`config.mk`:
```
export PLATFORM = sky130hd
export DESIGN_NAME = sysop_trap_check
export DESIGN_NICKNAME = d
export VERILOG_FILES = /design/src/rtl/sysop_trap_pkg.sv /design/src/rtl/sysop_enc_match.sv /design/src/rtl/sysop_trap_chain.sv /design/src/rtl/sysop_result_stage.sv /design/src/rtl/sysop_trap_check.sv
export SDC_FILE = /design/constraint.sdc
export NUM_CORES = 1
export LEC_CHECK = 0
export BUFFER_PORTS_ARGS = -buffer_cell sky130_fd_sc_hd__buf_2
export CELL_PAD_IN_SITES_DETAIL_PLACEMENT = 1
export CELL_PAD_IN_SITES_GLOBAL_PLACEMENT = 2
export CORE_ASPECT_RATIO = 0.75
export CORE_UTILIZATION = 15
export DETAILED_ROUTE_END_ITERATION = 10
export PLACE_DENSITY_LB_ADDON = 0.1
export SYNTH_ARGS = -nofsm -noshare
export SYNTH_HDL_FRONTEND = slang
export SYNTH_SLANG_ARGS = --single-unit
```
`constraint.sdc`:
```
create_clock -name clk -period 1.6 [get_ports clk]
set_clock_uncertainty 0.15 [all_clocks]
set_input_delay 0.32 -clock clk [delete_from_list [all_inputs] [get_ports clk]]
set_output_delay 0.32 -clock clk [all_outputs]
set_load 0.02 [all_outputs]
```
`src/rtl/sysop_trap_pkg.sv`:
```
package sysop_trap_pkg;

    localparam int EC_W = 6;

    typedef enum logic [2:0] {
        VERDICT_NOMATCH  = 3'd0,
        VERDICT_EXEC     = 3'd1,
        VERDICT_TRAP_EL1 = 3'd2,
        VERDICT_TRAP_EL2 = 3'd3,
        VERDICT_UNDEF    = 3'd4
    } verdict_e;

    typedef enum logic [1:0] {
        SCOPE_NONE    = 2'd0,
        SCOPE_PERSIST = 2'd1,
        SCOPE_DEEP    = 2'd2
    } scope_e;

    localparam logic [1:0] LVL_EL0 = 2'd0;
    localparam logic [1:0] LVL_EL1 = 2'd1;
    localparam logic [1:0] LVL_EL2 = 2'd2;

    typedef struct packed {
        logic [1:0] op0;
        logic [2:0] op1;
        logic [3:0] crn;
        logic [3:0] crm;
        logic [2:0] op2;
    } sysenc_t;

    typedef struct packed {
        logic host_mode;
        logic el2_enabled;
        logic el3_present;
        logic feat_persist_clean;
        logic feat_tag_mem;
        logic feat_fine_trap;
        logic el1_user_en;
        logic el2_user_en;
        logic hyp_tge;
        logic hyp_trap_cmo;
        logic fine_trap_bit;
        logic el3_fine_en;
    } trapctl_t;

    typedef struct packed {
        verdict_e        verdict;
        logic [1:0]      target_el;
        logic [EC_W-1:0] syndrome;
        scope_e          scope;
    } result_t;

    localparam sysenc_t TAG_CLEAN_DEEP_ENC = '{
        op0: 2'b01, op1: 3'b011, crn: 4'b0111, crm: 4'b1101, op2: 3'b011
    };

    function automatic logic fine_trap_armed(trapctl_t c);
        return c.el2_enabled && c.feat_fine_trap && c.fine_trap_bit &&
               (!c.el3_present || c.el3_fine_en);
    endfunction

    function automatic result_t make_trap(logic [1:0] lvl, logic [EC_W-1:0] ec);
        result_t r;
        r = '0;
        r.verdict   = (lvl == LVL_EL2) ? VERDICT_TRAP_EL2 : VERDICT_TRAP_EL1;
        r.target_el = lvl;
        r.syndrome  = ec;
        r.scope     = SCOPE_NONE;
        return r;
    endfunction

    function automatic result_t make_exec(logic deep);
        result_t r;
        r = '0;
        r.verdict = VERDICT_EXEC;
        r.scope   = deep ? SCOPE_DEEP : SCOPE_PERSIST;
        return r;
    endfunction

    function automatic result_t make_plain(verdict_e v);
        result_t r;
        r = '0;
        r.verdict = v;
        r.scope   = SCOPE_NONE;
        return r;
    endfunction

endpackage

```
`src/rtl/sysop_enc_match.sv`:
```
module sysop_enc_match
    import sysop_trap_pkg::*;
#(
    parameter sysenc_t TARGET = TAG_CLEAN_DEEP_ENC
) (
    input  sysenc_t enc,
    output logic    hit
);
    logic [4:0] field_eq;

    always_comb begin
        field_eq[0] = (enc.op0 == TARGET.op0);
        field_eq[1] = (enc.op1 == TARGET.op1);
        field_eq[2] = (enc.crn == TARGET.crn);
        field_eq[3] = (enc.crm == TARGET.crm);
        field_eq[4] = (enc.op2 == TARGET.op2);
    end

    assign hit = &field_eq;
endmodule

```
`src/rtl/sysop_trap_chain.sv`:
```
module sysop_trap_chain
    import sysop_trap_pkg::*;
#(
    parameter logic [EC_W-1:0] TRAP_EC = 6'h18
) (
    input  logic       hit,
    input  logic [1:0] el,
    input  trapctl_t   ctl,
    input  logic       deep_present,
    output result_t    res
);
    logic present;
    logic hyp_cmo_trap;
    logic fine_trap;
    logic [1:0] user_trap_lvl;

    always_comb begin
        present       = ctl.feat_persist_clean && ctl.feat_tag_mem;
        hyp_cmo_trap  = ctl.el2_enabled && ctl.hyp_trap_cmo;
        fine_trap     = fine_trap_armed(ctl);
        user_trap_lvl = (ctl.el2_enabled && ctl.hyp_tge) ? LVL_EL2 : LVL_EL1;
    end

    always_comb begin
        res = make_plain(VERDICT_NOMATCH);
        if (!hit) begin
            res = make_plain(VERDICT_NOMATCH);
        end else if (!present) begin
            res = make_plain(VERDICT_UNDEF);
        end else begin
            unique case (el)
                LVL_EL0: begin
                    if (ctl.host_mode) begin
                        if (!ctl.el2_user_en) res = make_trap(LVL_EL2, TRAP_EC);
                        else                  res = make_exec(deep_present);
                    end else if (!ctl.el1_user_en) begin
                        res = make_trap(user_trap_lvl, TRAP_EC);
                    end else if (hyp_cmo_trap) begin
                        res = make_trap(LVL_EL2, TRAP_EC);
                    end else if (fine_trap) begin
                        res = make_trap(LVL_EL2, TRAP_EC);
                    end else begin
                        res = make_exec(deep_present);
                    end
                end
                LVL_EL1: begin
                    if (hyp_cmo_trap)   res = make_trap(LVL_EL2, TRAP_EC);
                    else if (fine_trap) res = make_trap(LVL_EL2, TRAP_EC);
                    else                res = make_exec(deep_present);
                end
                default: res = make_exec(deep_present);
            endcase
        end
    end
endmodule

```
`src/rtl/sysop_result_stage.sv`:
```
module sysop_result_stage
    import sysop_trap_pkg::*;
(
    input  logic    clk,
    input  logic    rst,
    input  logic    in_valid,
    input  result_t in_res,
    output logic    out_valid,
    output result_t out_res
);
    always_ff @(posedge clk) begin
        if (rst) begin
            out_valid <= 1'b0;
            out_res   <= '0;
        end else begin
            out_valid <= in_valid;
            if (in_valid) out_res <= in_res;
        end
    end
endmodule

```
`src/rtl/sysop_trap_check.sv`:
```
module sysop_trap_check
    import sysop_trap_pkg::*;
#(
    parameter logic [EC_W-1:0] TRAP_EC = 6'h18
) (
    input  logic            clk,
    input  logic            rst,
    input  logic            req_valid,
    input  logic [1:0]      req_op0,
    input  logic [2:0]      req_op1,
    input  logic [3:0]      req_crn,
    input  logic [3:0]      req_crm,
    input  logic [2:0]      req_op2,
    input  logic [1:0]      cur_el,
    input  logic            host_mode,
    input  logic            el2_enabled,
    input  logic            el3_present,
    input  logic            feat_persist_clean,
    input  logic            feat_tag_mem,
    input  logic            feat_fine_trap,
    input  logic            el1_user_cmo_en,
    input  logic            el2_user_cmo_en,
    input  logic            hyp_tge,
    input  logic            hyp_trap_cmo,
    input  logic            fine_trap_bit,
    input  logic            el3_fine_en,
    input  logic            deep_persist_present,
    output logic            res_valid,
    output logic [2:0]      res_verdict,
    output logic [1:0]      res_target_el,
    output logic [EC_W-1:0] res_syndrome,
    output logic [1:0]      res_scope
);
    sysenc_t  enc;
    trapctl_t ctl;
    logic     hit;
    result_t  comb_res;
    result_t  reg_res;

    always_comb begin
        enc.op0 = req_op0;
        enc.op1 = req_op1;
        enc.crn = req_crn;
        enc.crm = req_crm;
        enc.op2 = req_op2;
        ctl.host_mode          = host_mode;
        ctl.el2_enabled        = el2_enabled;
        ctl.el3_present        = el3_present;
        ctl.feat_persist_clean = feat_persist_clean;
        ctl.feat_tag_mem       = feat_tag_mem;
        ctl.feat_fine_trap     = feat_fine_trap;
        ctl.el1_user_en        = el1_user_cmo_en;
        ctl.el2_user_en        = el2_user_cmo_en;
        ctl.hyp_tge            = hyp_tge;
        ctl.hyp_trap_cmo       = hyp_trap_cmo;
        ctl.fine_trap_bit      = fine_trap_bit;
        ctl.el3_fine_en        = el3_fine_en;
    end

    sysop_enc_match #(.TARGET(TAG_CLEAN_DEEP_ENC)) u_match (
        .enc (enc),
        .hit (hit)
    );

    sysop_trap_chain #(.TRAP_EC(TRAP_EC)) u_chain (
        .hit          (hit),
        .el           (cur_el),
        .ctl          (ctl),
        .deep_present (deep_persist_present),
        .res          (comb_res)
    );

    sysop_result_stage u_stage (
        .clk       (clk),
        .rst       (rst),
        .in_valid  (req_valid),
        .in_res    (comb_res),
        .out_valid (res_valid),
        .out_res   (reg_res)
    );

    assign res_verdict   = reg_res.verdict;
    assign res_target_el = reg_res.target_el;
    assign res_syndrome  = reg_res.syndrome;
    assign res_scope     = reg_res.scope;
endmodule

```
==> results of run 1 <==
[Yosys cell counts (all sizes together), types with 2 or more instances]
library cell | number | area [µm²]
dfxtp | 8 | 160
inv | 5 | 18.8
nand4 | 2 | 12.5
a21oi | 3 | 15.0
nand2 | 11 | 41.3
nor2 | 2 | 7.51
nand3 | 3 | 15.0
nand4b | 2 | 17.5
nand4bb | 2 | 38.8
o41ai | 2 | 25.0
nor2b | 2 | 12.5
o21ai | 2 | 10.0
buf | 6 | 45.0
[registers in the layout, indices dropped and copies added, names as in the netlist]
register	cells
u_stage.out_res	7
u_stage.out_valid	1
[worst max-delay path by stage]
stage / end / start / slack [ns] / depth (start not counted)
after detailed placement: u_stage.out_res[9] / el1_user_cmo_en / -0.19 / 5
after global routing: u_stage.out_res[0] / req_op1[2] / 0.01 / 6
final: u_stage.out_res[9] / el1_user_cmo_en / 0.08 / 5
after CTS: u_stage.out_res[0] / req_crn[3] / 0.06 / 6
after floorplan: u_stage.out_res[9] / el1_user_cmo_en / 0.02 / 4
after global placement: u_stage.out_res[9] / el1_user_cmo_en / -0.19 / 5
[worst reg2reg max path: stages, from the launching register on]
cell and delay [ns]:
dfxtp_1 0.34, nand2_1 0.06, o32ai_1 0.12
[layout make-up]
cell class / count / share of cell area, %
Multi-Input combinational cell: 46 / 38.8
Timing Repair Buffer: 45 / 28.1
Sequential cell: 8 / 19.6
Tap cell: 40 / 6.12
Clock buffer: 3 / 5.05
Inverter: 5 / 2.29
[stage by stage]
stage	power, mW	area [µm²]	utilization (%)
3_5_place_dp	0.305	777	23.3
6_report	0.539	818	24.5
2_1_floorplan	0.256	542	-
3_3_place_gp	0.304	777	23.3
5_1_grt	0.577	818	24.5
4_1_cts	0.554	818	24.5
[power by group]
group / internal [mW] / switching (mW)
combinational: 0.0474 / 0.0511
clock: 0.163 / 0.0755
sequential: 0.202 / 0.000205
[routing by layer]
metal	global-route usage [%]	up-vias	wire, µm
met5	0	-	0
met4	6.00	0	31
met3	2.10	4	117
met2	15.0	28	680
met1	10.7	270	717
li1	-	308	-
[logic make-up after synthesis]
| family | after synthesis | synth area share, % |
|---|---|---|
| and+or+nand+nor | 29 | 37.3 |
| AOI/OAI and AO/OA | 13 | 19.8 |
| buffers and inverters | 11 | 12.0 |
| DFF | 8 | 30.2 |
| other | 1 | 0.707 |
==> metrics.txt, run 1 <==
status=finished, violations left; failing checks=DRC; crit path DAT=1.51 ns; most frequent cells in the layout=buf_2 (43), nand2_1 (11), dfxtp_1 (8); H-tree depth=1; CP Buf/Inv Count=1; Area Growth Syn to Fin=54.2%; post-DR vias/cell=roughly 4.1; pwr/cell area=around 660 nW/µm²; yosys warns=0; CTS tree=yes; first-pass GRT wire length=~2500 µm; CP max stage delay=0.38 ns; Setup violations, final=0; WHS Endpoint=u_stage.out_res[0]; crit-path cells=buf_2, nor2b_1, o221a_1, or3_4, o41ai_2; post-CTS setup buffer count=0; reg2reg start=u_stage.out_res[11]; final worst path period share=a little over nine tenths; proportion of layout cells with a drive suffix above 1=a little under 50%; post-synthesis cell area=around 530 µm²; number of synthesized flops with an enable pin=0; pin count of the biggest net entering global routing=9; iteration-0 DRC count of the detailed router=18; Worst-Skew Late Latency=about 0.22 ns; CP endpoint kind=flop; path category of the worst min-delay check=in -> reg; die area=approximately 3800 µm²; via count=between 600 and 700; crit path kind=in -> reg; setup TNS=0 ns; DP Wirelength=1370 µm; Post-Synthesis Cells=62; Synth cell types=27; total CTS buffers=3; top_reg_cell synth=dfxtp_1; worst r2r path cells=2; DRT Pass-1 Iters=9; FP Rows=18; total gr overflow=0; routed wire length=about 1500 µm; Final Critical Period=about 1.5 ns; Sequential Area=around 160 µm²; DRT antenna net count=0; CP max-delay cell=or3_4; vias in the first global route=590; diodes inserted=0; clock slew at the register clock pins of the worst setup and hold paths=roughly 0.040 ns; Port Buffers=43; Clock Tree Root=clkbuf_8; most common cell after layout, fill and taps aside=buf_2; I/O pin count=48; initial antenna violation count=0; Die H=around 54 µm; area of the core=roughly 3300 µm²; crit path max fanout=2; clk buf depth=2; routed length per placed instance=around 11 µm; pre-CTS setup slack=-0.189 ns; Post-synth ARST share=0%; Non-Filler Instances=between 100 and 150; RSZ-0062 raised after global routing=no; # hold bufs at CTS=0; worst setup margin=between 0.07 and 0.08 ns; FILL cells=417; CP Launch Type=primary input; number of clock sinks=8; FF-to-FF End=u_stage.out_res[11]; Worst Path Required=~1.6 ns; Synth Area per Inst=8.56 µm²; LEAKAGE=between 0.4 and 0.5 nW; final hold slack=around 0.15 ns; area of the multi-input gates=318 µm²; final-report hold violation count=0; nets=around 140; sequential area share after synthesis=between 30 and 40%; # DRC=4; Inst Count DP=about 140; FF+latch count, synth=8; hold_sp=deep_persist_present; R2R setup slack=just over 0.8 ns; all-layer global routing usage=about 9%; gp weighted congestion=0.726; starting density of the core=between 15 and 20%; Max Fclk=656 MHz; hold path depth=2; maxcap violations=0; post-cts resize count=0; VDD IR-drop max=approximately 0.17 mV; Crit path max-delay family=compound AO/OA/AOI/OAI gates; DIE WIDTH=70.7 µm; Final Max Slew Viols=0
(Power assumes the default switching activity.)
==> run 2: changes to the inputs <==
CORE_UTILIZATION = 20   (was 15)
SYNTH_HIERARCHICAL = 1   (was unset)
==> run 2 against run 1 <==
Against the previous run: the run ends with setup timing left; cell count is 22% higher; die area rose by 6.1%; sequential share of layout area increased by 4.5 points; critical path depth rose by 3; register-to-register slack about the same; non-clock buffer count grew 9; global-route usage rose by 1.6 points; first-iteration DRC count unchanged; synthesized area up 42%; largest power group is now sequential cells.
==> metrics.txt, run 2 <==
status=finished, violations left; failing checks=setup timing; worst r2r path cells=2; Post-synth top cells=dfxtp_1 (14), nor2_1 (14), mux2i_1 (13); Non-Filler Instances=between 150 and 200; Synth Area per Inst=between 9 and 10 µm²; Post-synth ARST share=0%; H-tree depth=1; setup TNS=-1.29 ns; LEAKAGE=approximately 0.58 nW; top_reg_cell synth=dfxtp_1; RSZ-0062 raised after global routing=yes; crit path max fanout=7; Final Max Slew Viols=0; total CTS buffers=3; reg2reg start=u_stage/out_res[9]; first-pass GRT wire length=~3100 µm; number of synthesized flops with an enable pin=0; Util after Layout=around a third; DP Wirelength=about 1700 µm; via count=~740; Die H=55.1 µm; die area=about 4000 µm²; DRT antenna net count=0; clock slew at the register clock pins of the worst setup and hold paths=0.06 ns; sequential area share after synthesis=37.3%; proportion of layout cells with a drive suffix above 1=54.6%; CTS tree=yes; starting density of the core=a little over a fifth; VDD IR-drop max=0.293 mV; Top Registers=u_stage/out_res: 13 flops, u_stage/out_valid: 1 flops; final worst path period share=113%; maxcap violations=0; most frequent cells in the layout=buf_2 (46), dfxtp_1 (14), mux2i_1 (13), nor2_1 (13), buf_4 (7); diodes inserted=0; worst setup margin=-0.214 ns; number of clock sinks=14; Inst Count DP=173; final-report hold violation count=0; crit path kind=in -> reg; Tot Pwr=around 0.83 mW; Area Growth Syn to Fin=54.6%; total gr overflow=0; Setup violations, final=8; CP Launch Type=primary input; R2R setup slack=approximately 0.83 ns; initial antenna violation count=0; Clock Tree Root=clkbuf_8; clk buf depth=2; FF-to-FF End=u_stage/out_res[9]; crit path DAT=1.84 ns; gp weighted congestion=slightly above 0.7; hold_sp=rst; iteration-0 DRC count of the detailed router=18; routed wire length=~2200 µm; final hold slack=0.274 ns; Worst Path Required=between 1.5 and 2 ns; hold path depth=2; yosys warns=6; routed length per placed instance=approximately 12 µm; WHS Endpoint=u_stage/out_res[3]; I/O pin count=48; Yosys top cell by area=dfxtp_1; Largest Register=u_stage/out_res; Max Fclk=551 MHz; CP endpoint kind=flop; most common cell after layout, fill and taps aside=buf_2; FP Rows=18; FF+latch count, synth=14; post-synthesis cell area=between 700 and 800 µm²; area share of the largest cell type after synthesis=between 30 and 40%; max reg flops=13; FILL cells=between 400 and 500; nets=~170; path category of the worst min-delay check=in -> reg; Worst-Skew Late Latency=approximately 0.24 ns; Final Critical Period=1.81 ns; vias in the first global route=around 660; Post-Synthesis Cells=between 70 and 80; pwr/cell area=around 720 nW/µm²; pin count of the biggest net entering global routing=15; Port Buffers=47; Sequential Area=roughly 280 µm²; area of the multi-input gates=roughly 470 µm²; area of the core=approximately 3400 µm²; DRT Pass-1 Iters=3; all-layer global routing usage=10.6%; DIE WIDTH=~73 µm; post-DR vias/cell=slightly above 4; Synth cell types=30; # DRC=0; ranking of synthesized cells by area=dfxtp_1 (37%), mux2i_1 (17%), nor2_1 (7.0%), buf_4 (6.0%), nand2b_4 (3.7%)
## run 2: cell types whose count changed after synthesis, moves of 2 or more
cell / delta
mux2i_1: +13
nor2_1: +12
nand2_1: -10
dfxtp_1: +6
inv_1: -4
nor4_1: +3
a21oi_1: -2
nand2b_4: +2
nand3_1: -2
nor3_1: +2
o21ai_0: -2
## run 2: worst max-delay path by stage
stage | from | to | cells past startpoint
6_report | req_op0[1] | u_stage/out_res[6] | 8
5_1_grt | req_op0[1] | u_stage/out_res[0] | 7
4_1_cts | req_op0[1] | u_stage/out_res[0] | 7
3_5_place_dp | req_op0[1] | u_stage/out_res[1] | 7
3_3_place_gp | req_op0[1] | u_stage/out_res[1] | 7
2_1_floorplan | req_op0[1] | u_stage/out_res[0] | 6
## run 2: worst max-delay path, stage by stage
cell     delay (ns)
buf_6          0.09
or4b_4         0.53
nor4_4         0.23
nand3_4        0.16
buf_4          0.17
a21oi_4        0.13
mux2i_1        0.09
nor2_1         0.11
## run 2: cells by family after synthesis
| logic type | count (synthesis) | share of synthesized area, % |
|---|---|---|
| AO/OA/AOI/OAI | 9 | 9.32 |
| buffers and inverters | 10 | 11.3 |
| flip-flops | 14 | 37.3 |
| multiplexers | 13 | 17.3 |
| other | 1 | 0.499 |
| AND/OR/NAND/NOR | 31 | 24.3 |
## run 2: layout make-up
cell class | instances | share of cell area, %
repair buffers | 54 | 25.3
flip-flops and latches | 14 | 24.1
multi-input cells | 57 | 40.2
inverters | 1 | 0.323
well taps | 50 | 5.38
clock buffers | 4 | 4.74
## run 2: power by group
| group | switching [mW] | leakage, nW | internal (mW) |
|---|---|---|---|
| combinational | 0.0674 | 0.438 | 0.0649 |
| sequential | 0.00273 | 0.114 | 0.356 |
| clock | 0.123 | 0.0288 | 0.218 |
## run 2: repair_timing
item                       in CTS  in global routing
setup endpoints to repair       8                  9
cloned                          0                  0
gates resized for setup         9                  3
pin swaps                       0                  0
hold buffers                    0                  0
setup buffers                   1                  2
## run 2: layer usage
layer / vias to the layer above / routed length, µm / GRT usage [%] / share of wire, %
li1: 372 / - / - / -
met1: 349 / 977 / 12.7 / 45
met2: 17 / 1080 / 17.9 / 50
met5: - / 0 / 0 / 0
met4: 0 / 0 / 1.96 / 0
met3: 0 / 106 / 4.89 / 4.9
## run 2: per-stage QoR
stage                     setup slack (ns)  instance area, µm²
after detailed placement            -0.524                1020
after CTS                           -0.174                1130
after global routing                -0.284                1160
final                               -0.214                1160
after floorplan                     -0.250                 772
after global placement              -0.464                1020
==> run 3: changes to the inputs <==
ABC_AREA = 1   (was unset)
CORE_UTILIZATION = 18   (was 20)
==> run 3 against run 2 <==
Against the previous run: total power down 0.83%; clock power down 18%; the flow now finishes without violations; worst hold slack worse by 0.17 ns; highest routed layer unchanged; setup slack better by 0.30 ns; first-iteration DRC count down 61%.
==> metrics.txt, run 3 <==
iteration-0 DRC count of the detailed router=7; VDD IR-drop max=0.336 mV; DIE WIDTH=around 83 µm; xor/xnor share of the synthesized area=0%; Post-Synthesis Cells=153; post-synthesis simple-gate area fraction=43.0%; proportion of layout cells with a drive suffix above 1=roughly a third; pin count of the biggest net entering global routing=28; Port Buffers=between 40 and 50; crit path DAT=roughly 1.5 ns; hold path depth=2; Final Max Slew Viols=0; Crit path max-delay family=simple AND/OR/NAND/NOR gates; most frequent cells in the layout=nand2_1 (49), buf_2 (45), nor2_1 (38); crit path max fanout=2; top_reg_cell synth=dfxtp_1; Largest Register=u_stage/out_res; post-synthesis cell area=slightly below 900 µm²; CP Buf/Inv Count=5; Synth Area per Inst=approximately 5.7 µm²; design area=about 1200 µm²; Max Fclk=between 600 and 700 MHz; crit path kind=in -> reg; Post-synth ARST share=0%; post-DR vias/cell=about 3.6; I/O pin count=48; max reg flops=13; DRT antenna net count=0; Area after DPL=about 1100 µm²; FF+latch count, synth=14; diodes inserted=0; initial antenna violation count=0; status=complete, no violations; all-layer global routing usage=between 9 and 10%; clock slew at the register clock pins of the worst setup and hold paths=roughly 0.050 ns; nets=~240; Worst Path Required=between 1.5 and 2 ns; crit-path cells=buf_2, inv_1, nand2_1, nor2_1, nand2_1, nor2_2, inv_2, nor2_4, inv_2, or2_1, nor2_1, inv_1, nand2_1, nand2_1, nor2_1; Synth Area in Compound Gates=around 2%; gp weighted congestion=0.681; ranking of synthesized cells by area=dfxtp_1 (32%), nand2_1 (21%), nor2_1 (17%), inv_1 (12%), buf_4 (6.0%); Die H=~62 µm; Sequential Area=280 µm²; Post-synth top cells=nand2_1 (49), nor2_1 (39), inv_1 (29); Area Growth Syn to Fin=36.2%; total CTS buffers=3; pwr/cell area=689 nW/µm²; vias in the first global route=roughly 970; final-report hold violation count=0; # DRC=0; area share of the largest cell type after synthesis=a little under a third; multiplexer area fraction after synthesis=0%; reg2reg start=u_stage/out_res[10]; Worst-Skew Late Latency=between 0.2 and 0.25 ns; H-tree depth=1; worst r2r path cells=2; Synth cell types=15; Non-Filler Instances=approximately 260; DRT Pass-1 Iters=3; Yosys top cell by area=dfxtp_1; number of clock sinks=14; R2R setup slack=about 0.90 ns; die area=slightly above 5000 µm²; synthesized-area fraction occupied by adder cells=0%; yosys warns=6; area of the core=4570 µm²; largest family of logic cells by synthesized area=simple AND/OR/NAND/NOR gates; FP Rows=21; maxcap violations=0; area of the multi-input gates=between 400 and 500 µm²; starting density of the core=approximately a fifth; count leader, synth=nand2_1; Worst path most repeated cell=nand2_1; DP Wirelength=about 1800 µm; CP endpoint kind=flop; CP max-delay cell=or2_1; CP max stage delay=0.23 ns; routed wire length=roughly 2100 µm; Top Registers=u_stage/out_res: 13 flops, u_stage/out_valid: 1 flops; number of synthesized flops with an enable pin=0; first-pass GRT wire length=between 3000 and 4000 µm; Clock Tree Root=clkbuf_8; final worst path period share=94.4%; hold_sp=rst; sequential area share after synthesis=31.9%; CTS tree=yes; routed length per placed instance=8.35 µm; CP Launch Type=primary input; FILL cells=approximately 630; WHS Endpoint=u_stage/out_valid; path category of the worst min-delay check=in -> reg; Inst Count DP=approximately 250; most common cell after layout, fill and taps aside=nand2_1; FF-to-FF End=u_stage/out_res[10]; via count=around 930; Setup violations, final=0; RSZ-0062 raised after global routing=yes; Final Critical Period=1.51 ns; clk buf depth=2; total gr overflow=0; LEAKAGE=just under 0.7 nW
## run 3: cell count changes after synthesis, sizes merged, moves of 2 or more
| cell | delta |
|---|---|
| nand4b | -2 |
| inv | +29 |
| nand2 | +51 |
| mux2i | -13 |
| nor4 | -4 |
| nand2b | -3 |
| nor3 | -2 |
| nor2 | +27 |
## run 3: per-stage QoR
stage,setup WS (ns),hold WS [ns],utilization [%],power [mW],setup TNS (ns)
after detailed placement,-0.174,0.316,24.6,0.555,-0.596
after global routing,-0.0857,0.0932,26.2,0.886,-0.0939
after global placement,-0.0867,0.303,24.6,0.549,-0.398
after floorplan,0.0842,0.241,-,0.496,0
after CTS,0.0774,0.0921,25.5,0.846,0
final,0.0896,0.101,26.2,0.825,0
## run 3: cell type report
class                   instances  area share, %
multi-input cells             102           34.5
flip-flops and latches         14           23.4
repair buffers                 51           23.2
inverters                      30           9.41
well taps                      57           5.96
clock buffers                   3           3.45
## run 3: worst max path at each step
stage	from	endpoint	slack, ns	cells past startpoint
3_3_place_gp	req_op0[1]	u_stage/out_res[0]	-0.09	15
2_1_floorplan	req_op0[1]	u_stage/out_res[0]	0.08	14
4_1_cts	req_op0[1]	u_stage/out_res[0]	0.08	15
6_report	req_op0[1]	u_stage/out_res[0]	0.09	15
3_5_place_dp	req_op0[1]	u_stage/out_res[0]	-0.17	15
5_1_grt	req_crm[1]	u_stage/out_res[0]	-0.09	15
## run 3: repair_timing
item / CTS / global route
hold buffers: 0 / 0
setup buffers: 0 / 2
setup endpoints to repair: 0 / 6
gates resized for setup: 0 / 7
## run 3: cell families (layout without fill, tap and decap cells)
kind of cell | Yosys count | after routing
AOI/OAI and AO/OA | 3 | 3
DFF | 14 | 14
and+or+nand+nor | 95 | 95
buffers and inverters | 40 | 84
other | 1 | 4
## run 3: power by group
group	total, mW	switching (mW)	internal [mW]
clock	0.278	0.112	0.166
sequential	0.377	0.00827	0.368
combinational	0.170	0.0971	0.0729
total	0.825	0.217	0.607
## run 3: per-layer routing
layer	up-vias	global-route usage, %	routed length [µm]
met1	397	9.60	894
met5	-	0	0
met4	0	1.29	0
met2	23	17.8	1120
li1	512	-	-
met3	0	3.07	136
## run 3: worst reg2reg max path: cells and delay by family, from the launching register on
family | cells | cell delay [ns]
flip-flops | 1 | 0.31
AND/OR/NAND/NOR | 2 | 0.14
